$ cat src/rtl/pkt_class_seq.sv
module pkt_class_seq #(
  parameter int KEY_W = 64,
  parameter int TYPE_W = 2,
  parameter int PROF_W = 4,
  parameter int HASH_W = 56,
  parameter int PTR_W = 20,
  parameter int MAX_PASS = 4,
  parameter logic [HASH_W-1:0] CRC_POLY = 56'h42F0E1EBA9EA37,
  parameter logic [(1<<TYPE_W)*PROF_W-1:0] INIT_PROF = 16'h5A31
) (
  input  logic              clk,
  input  logic              rst_n,
  output logic              in_rdy,
  input  logic              pkt_valid,
  input  logic [TYPE_W-1:0] pkt_type,
  input  logic [KEY_W-1:0]  pkt_key,
  input  logic              pkt_perr,
  output logic [PROF_W-1:0] prof_sel,
  input  logic [KEY_W-1:0]  prof_mask,
  input  logic              prof_redo,
  input  logic [PROF_W-1:0] prof_next,
  input  logic [1:0]        prof_dest,
  input  logic [PTR_W-1:0]  prof_ptr,
  output logic              srch_req,
  output logic [HASH_W+PROF_W-1:0] srch_key,
  input  logic              srch_ack,
  input  logic              srch_hit,
  input  logic [KEY_W-1:0]  cfm_hdr,
  input  logic              cfm_flow_ok,
  input  logic              cfm_label,
  input  logic [1:0]        cfm_dest,
  input  logic [PTR_W-1:0]  cfm_ptr,
  output logic              rp_req,
  output logic              done,
  output logic [1:0]        dest,
  output logic [PTR_W-1:0]  dptr,
  output logic              err
);
  localparam int SKEY_W = HASH_W + PROF_W;
  localparam int PASS_W = $clog2(MAX_PASS + 1);
  localparam logic [1:0] DST_CPU = 2'd1;

  typedef enum logic [1:0] {S_IDLE, S_HASH, S_SRCH, S_WAIT} st_t;

  st_t               st;
  logic [KEY_W-1:0]  key_r, mkey;
  logic [PROF_W-1:0] prof;
  logic [PASS_W-1:0] pass;
  logic [SKEY_W-1:0] skey;
  logic              cfm_ok, want_loop, at_cap;

  function automatic logic [HASH_W-1:0] crc_fn(input logic [KEY_W-1:0] d);
    logic [HASH_W-1:0] c;
    logic fb;
    c = '1;
    for (int i = KEY_W - 1; i >= 0; i--) begin
      fb = c[HASH_W-1] ^ d[i];
      c = {c[HASH_W-2:0], 1'b0} ^ (fb ? CRC_POLY : '0);
    end
    return c;
  endfunction

  assign in_rdy    = (st == S_IDLE) || (st == S_WAIT);
  assign srch_req  = (st == S_SRCH);
  assign srch_key  = skey;
  assign prof_sel  = prof;
  assign cfm_ok    = srch_hit && cfm_flow_ok && (cfm_hdr == mkey);
  assign want_loop = cfm_ok ? cfm_label : prof_redo;
  assign at_cap    = (pass == PASS_W'(MAX_PASS));

  always_ff @(posedge clk or negedge rst_n) begin
    if (!rst_n) begin
      st     <= S_IDLE;
      key_r  <= '0;
      mkey   <= '0;
      prof   <= '0;
      pass   <= '0;
      skey   <= '0;
      rp_req <= 1'b0;
      done   <= 1'b0;
      dest   <= '0;
      dptr   <= '0;
      err    <= 1'b0;
    end else begin
      done   <= 1'b0;
      rp_req <= 1'b0;
      case (st)
        S_IDLE, S_WAIT: begin
          if (pkt_valid) begin
            key_r <= pkt_key;
            prof  <= INIT_PROF[integer'(pkt_type)*PROF_W +: PROF_W];
            if (st == S_IDLE) pass <= '0;
            if (pkt_perr) begin
              done <= 1'b1;
              dest <= DST_CPU;
              dptr <= '0;
              err  <= 1'b0;
              st   <= S_IDLE;
            end else begin
              st <= S_HASH;
            end
          end
        end
        S_HASH: begin
          mkey <= key_r & prof_mask;
          skey <= {crc_fn(key_r & prof_mask), prof};
          pass <= pass + 1'b1;
          st   <= S_SRCH;
        end
        S_SRCH: begin
          if (srch_ack) begin
            if (want_loop && at_cap) begin
              done <= 1'b1;
              dest <= DST_CPU;
              dptr <= '0;
              err  <= 1'b1;
              st   <= S_IDLE;
            end else if (cfm_ok && cfm_label) begin
              rp_req <= 1'b1;
              st     <= S_WAIT;
            end else if (cfm_ok) begin
              done <= 1'b1;
              dest <= cfm_dest;
              dptr <= cfm_ptr;
              err  <= 1'b0;
              st   <= S_IDLE;
            end else if (prof_redo) begin
              prof <= prof_next;
              st   <= S_HASH;
            end else begin
              done <= 1'b1;
              dest <= prof_dest;
              dptr <= prof_ptr;
              err  <= 1'b0;
              st   <= S_IDLE;
            end
          end
        end
        default: st <= S_IDLE;
      endcase
    end
  end


  req_hold_chk: assert property (@(posedge clk) disable iff (!rst_n)
    srch_req && !srch_ack |=> srch_req && $stable(srch_key));

  pass_cap_chk: assert property (@(posedge clk) disable iff (!rst_n)
    pass <= PASS_W'(MAX_PASS));

  perr_route_chk: assert property (@(posedge clk) disable iff (!rst_n)
    in_rdy && pkt_valid && pkt_perr |=> done && dest == DST_CPU && !err);

  rp_pulse_chk: assert property (@(posedge clk) disable iff (!rst_n)
    rp_req |-> !done && !srch_req && in_rdy);

  done_excl_chk: assert property (@(posedge clk) disable iff (!rst_n)
    done |-> !srch_req && !rp_req);

  err_cpu_chk: assert property (@(posedge clk) disable iff (!rst_n)
    done && err |-> dest == DST_CPU && dptr == '0);
endmodule

$ cat config.mk
export PLATFORM = sky130hd
export DESIGN_NAME = pkt_class_seq
export DESIGN_NICKNAME = d
export VERILOG_FILES = /design/src/rtl/pkt_class_seq.sv
export SDC_FILE = /design/constraint.sdc
export NUM_CORES = 1
export LEC_CHECK = 0
export BUFFER_PORTS_ARGS = -buffer_cell sky130_fd_sc_hd__clkbuf_2
export CAP_MARGIN = 5
export CORE_MARGIN = 10
export CORE_UTILIZATION = 63
export DETAILED_ROUTE_END_ITERATION = 6
export PLACE_DENSITY = 0.84
export SLEW_MARGIN = 0
export SYNTH_ARGS = -nofsm -noshare
export SYNTH_HDL_FRONTEND = slang
export SYNTH_SLANG_ARGS = --single-unit
export TNS_END_PERCENT = 50
$ cat constraint.sdc
create_clock -name clk -period 14.8 [get_ports clk]
set_input_delay 0 -clock clk [delete_from_list [all_inputs] [get_ports clk]]
set_output_delay 0 -clock clk [all_outputs]
set_load 0.005 [all_outputs]
* Yosys cells after proc, flatten, opt, wreduce, memory -nomap -nowiden
Cells that the tools add are included.
Word-level totals: bits of input ports 251, output and inout bits 91, register bits 222
Cells by class: reductions and logical operators 14, shift operators 1, equality and inequality tests 15, add/subtract/negate cells 1, mux-type cells 119, bitwise operators 128
Operators by type and width (number):
- $xor A56 B55 Y56 | 63
- $mux W55 | 64
- $mux W20 | 7
- $and A64 B64 Y64 | 1
- $eq A64 B64 Y1 | 1
- $xor A1 B1 Y1 | 63
- $not A54 Y55 | 1
- $pmux W20 S2 | 1
- $mux W4 | 6
- $mux W1 | 22
- $mux W2 | 11
- $shiftx A16 B5 Y4 const A | 1
- $ne A2 B2 Y1 const B | 7
- $pmux W4 S2 | 1
- $reduce_and A7 Y1 | 1
- $mux W3 | 2
- $pmux W2 S3 | 1
- $pmux W3 S2 | 1
- $reduce_and A6 Y1 | 1
- $eq A2 B2 Y1 const B | 2
- $logic_and A1 B1 Y1 | 4
- $ne A4 B2 Y1 const B | 1
- $pmux W1 S2 | 2
- $pmux W2 S2 | 1
- other kinds (11) | 13

* Logic depth before layout (Yosys ltp)
depth after elaboration 192, gate-level depth with buffers 22

* Worst setup path before layout
No wires, ideal clock.
path type reg-to-reg, start register key_r[61], end register skey[50], in the netlist srch_key[50], arrival 7.138 ns, slack 7.537 ns, path buffers 2, stages on the path, launching flop included 20, setup time 0.125 ns, cell sequence dfrtp_1 -> and2_1 -> buf_4 -> xnor2_1 -> xnor3_4 -> xnor3_1 -> xnor3_2 -> xnor3_1 -> xnor2_4 -> xnor3_1 -> xnor3_2 -> xor2_2 -> xnor3_1 -> xnor2_2 -> xnor3_1 -> buf_4 -> xnor3_1 -> xnor2_1 -> xnor3_1 -> mux2_2
On the way: longest elaborated chain between the ends 125, elaborated cells on any way between the ends 181
RTL lines:
- start, declared | RTL line 46 | logic [KEY_W-1:0] key_r, mkey;
- start signal, assigned | RTL line 90 | key_r <= pkt_key;
- $and A64 B64 Y64 * | RTL line 106 | skey <= {crc_fn(key_r & prof_mask), prof};
- $xor A1 B1 Y1 * | RTL line 57 | fb = c[HASH_W-1] ^ d[i];
- $mux W55 * | RTL line 58 | c = {c[HASH_W-2:0], 1'b0} ^ (fb ? CRC_POLY : '0);
- $xor A56 B55 Y56 * (2 in a row) | RTL line 58
- $xor A1 B1 Y1 | RTL line 57
- $mux W55 | RTL line 58
- $xor A56 B55 Y56 * (2 in a row) | RTL line 58
- $xor A1 B1 Y1 | RTL line 57
- (+104 left out)
- $mux W55 | RTL line 58
- $xor A56 B55 Y56 * (2 in a row) | RTL line 58
- $xor A1 B1 Y1 | RTL line 57
- $mux W55 | RTL line 58
- $xor A56 B55 Y56 * (2 in a row) | RTL line 58
- $xor A1 B1 Y1 | RTL line 57
- $mux W55 | RTL line 58
- $xor A56 B55 Y56 * (2 in a row) | RTL line 58
- end signal, assigned | RTL line 106
- end, declared | RTL line 49 | logic [SKEY_W-1:0] skey;
Mark *: on every way between the ends. The rest lies on a longest branch, timed or not. A chain may end at the register's enable or synchronous reset.

* Worst setup path in the final report
start register key_r[60], end register skey[50], in the netlist srch_key[50]
On the way: longest elaborated chain between the ends 124, elaborated cells on any way between the ends 178
RTL lines (RTL line):
- $and A64 B64 Y64 * | 106
- $xor A1 B1 Y1 * | 57
- $mux W55 * | 58
- $xor A56 B55 Y56 * (2 in a row) | 58
- $xor A1 B1 Y1 | 57
- $mux W55 | 58
- $xor A56 B55 Y56 * (2 in a row) | 58
- $xor A1 B1 Y1 | 57
- (+104 left out)
- $mux W55 | 58
- $xor A56 B55 Y56 * (2 in a row) | 58
- $xor A1 B1 Y1 | 57
- $mux W55 | 58
- $xor A56 B55 Y56 * (2 in a row) | 58
- $xor A1 B1 Y1 | 57
- $mux W55 | 58
- $xor A56 B55 Y56 * | 58
Marked as above.

==> results by group <==
STA
  • Fin crit share: 0.608
  • RSZ-0062 raised after global routing: no
  • Final hold vios: 0
  • Clock skew: a little under 50 ps
  • Fmax: between 100 and 150 MHz
  • Slew HR: 0.242
  • Worst-Margin Slew: around 1100 ps
  • Final Max Slew Viols: 0
  • Tmin final: 9000 ps
  • Setup-failing EPs final: 0
  • Setup TNS: 0 ps
  • Hold WS: between 30 and 40 ps

GRT
  • Global-route wire length before repair: 118000 microns
  • Largest net degree at the start of global routing: a little under 100
  • Tot GR Track Use: 0.384
  • Gr ovfl total: 0
  • Initial antenna violation count: 11
  • Vias in the first global route: about 17000

Logic synthesis
  • Yosys reg bits: roughly 220
  • Synth cell types: 48
  • Seq/Total Area, Yosys: 0.261
  • Syn nets: around 2100
  • Avg Cell Area, Syn: 11.8 sq um
  • Post-synthesis cell count: approximately 1800
  • Area share of the largest cell type after synthesis: 0.261
  • Yosys top cell by area: dfrtp_1
  • Synth area leaders: dfrtp_1 26%, xnor2_1 23%, xnor3_1 17%
  • Most used DFF post-synth: dfrtp_1
  • YS warnings: 0
  • Share of flip-flops with an asynchronous set or reset: 1.00
  • EDFF count, synth: 0
  • Mapped Area: around 21000 sq um

Cells and area
  • Layout area overhead: 22.1%
  • Commonest non-fill, non-tap cell in the layout: xnor2_1
  • FF/Latch Area: around 5600 sq um
  • Final nets: 2547
  • Most frequent cells in the layout: 560 x xnor2_1, 340 x clkbuf_2, 222 x dfrtp_1
  • Layout cells sized above 1: 0.261
  • Area of the multi-input gates: between 15000 and 20000 sq um
  • Fillers: around 2000

Die
  • # IOs: 342
  • Core ar.: between 30000 and 40000 sq um
  • Die Footprint: roughly 41000 sq um
  • Row cnt: 67
  • Initial core utilization: 0.636
  • Die H: between 200 and 250 microns
  • DIE WIDTH: between 200 and 250 microns

Setup path
  • Crit path top cell by count: xnor3_1
  • Crit Path Max Fanout: 11
  • CP Class: flop to flop
  • Critical-path cell list: and2_1 > xnor3_1 > xnor2_4 > xnor3_1 > xnor3_2 > xor2_4 > xor3_2 > xnor3_1 > xnor3_1 > xnor3_1 > xnor3_2 > xnor2_4 > xnor3_1 > xnor3_1 > xnor2_1 > xnor3_1 > mux2_2
  • Critical path arrival: around 9400 ps
  • CP peak stage delay: 770 ps
  • Slowest-stage cell, CP: xnor3_1
  • Crit start category: flop
  • Crit end category: flop
  • WP data required: around 15000 ps

Clock tree
  • Root buf cell: clkbuf_16
  • Clock transition at path regs: around 70 ps
  • Cts hold-fix bufs: 170
  • CTS sink cnt: ~220
  • H-tree Lvls: 1
  • Post-CTS sizing: 0
  • CTS Buffer Depth: 3
  • Postcts setup bufs: 0
  • CTS Buf Count: 24
  • CTS tree: yes
  • Clock Latency Late Sink: between 500 and 600 ps

Route
  • Routed vias/inst: a little over 6
  • Routed WL: just over 80000 microns
  • 1st-pass router iterations: 5
  • Drc violations: 0
  • Starting DRT DRC Count: between 2000 and 2500
  • Drt wl/cell: between 20 and 30 microns
  • Routed Antenna Nets: 0
  • Vias: roughly 17000

Place
  • DP Wirelength: about 60000 microns
  • Placer Congestion: 1.02
  • I/O Buffers: ~340

Run
  • Max cap viols: 0

Hold path
  • HP Class: input pin to flop

Status
  • Status: completed
==> kinds of logic after synthesis <==
family / after synthesis / share of synthesized area
xor gates and xnor gates: 946 / 0.550
DFF: 222 / 0.261
and+or+nand+nor: 221 / 0.0479
muxes: 143 / 0.0743
AOI/OAI and AO/OA: 134 / 0.0358
buffers and inverters: 131 / 0.0261
adders and majority gates: 8 / 0.00471
==> synthesized netlist by cell type, drive strengths merged (21+ instances only) <==
master  instances
inv            68
xor2          156
nor2           33
xnor3         180
mux2i          25
mux2          118
o21ai          76
dfrtp         222
nand2          95
and2           21
buf            22
nand3          48
xor3           21
clkbuf         41
a21oi          29
xnor2         589
==> critical path, delay by kind of cell (launching register included) <==
| family | cells | cell delay, ps |
|---|---|---|
| and+or+nand+nor | 1 | 560 |
| DFF | 1 | 360 |
| muxes | 1 | 280 |
| xor gates and xnor gates | 15 | 7630 |
==> metrics by stage <==
| step | cells | utilization | setup slack (ps) | cell area, sq um |
|---|---|---|---|---|
| 2_1_floorplan | 1805 | - | 7540 | 21300 |
| 3_3_place_gp | 2540 | 0.697 | 6070 | 23300 |
| 3_5_place_dp | 2540 | 0.697 | 5990 | 23300 |
| 4_1_cts | 2754 | 0.775 | 5930 | 25900 |
| 5_1_grt | 2765 | 0.776 | 5600 | 26000 |
| 6_report | 2767 | 0.776 | 5800 | 26000 |
==> flip-flops by register name (all words and copies together) (netlist names) <==
| register | flops |
|---|---|
| err | 1 |
| pass | 3 |
| st | 2 |
| key_r | 64 |
| dest | 2 |
| rp_req | 1 |
| done | 1 |
| srch_key | 60 |
| prof_sel | 4 |
| mkey | 64 |
| dptr | 20 |
==> worst paths after layout <==
path	depth (start not counted)	from	to	slack, ps
worst min register to register	1	srch_key[21]	srch_key[21]	510
worst min-delay path	4	pkt_type[0]	prof_sel[2]	30
min in group asynchronous	2	rst_n	key_r[24]	50
worst max register to register	17	key_r[60]	srch_key[50]	5800
worst max-delay path	17	key_r[60]	srch_key[50]	5800
max in group asynchronous	4	rst_n	srch_key[46]	12520
==> area by class of cell <==
class	instances	area share
tap	448	0.0216
clock buffer	29	0.0254
inverter	68	0.00983
timing repair buffer	520	0.134
multi-input combinational	1452	0.584
sequential	222	0.214
clock inverter	15	0.00930
antenna	13	0.00125
==> layer usage <==
layer / vias to the layer above / GRT usage / wire length, microns
li1: 6951 / - / -
met1: 8319 / 0.498 / 30500
met2: 1292 / 0.610 / 37300
met3: 306 / 0.0850 / 9390
met4: 0 / 0.161 / 3970
met5: - / 0 / 0
Power is not shown: default switching activity piles up to over one toggle a cycle in this logic, so the estimate is an artifact.
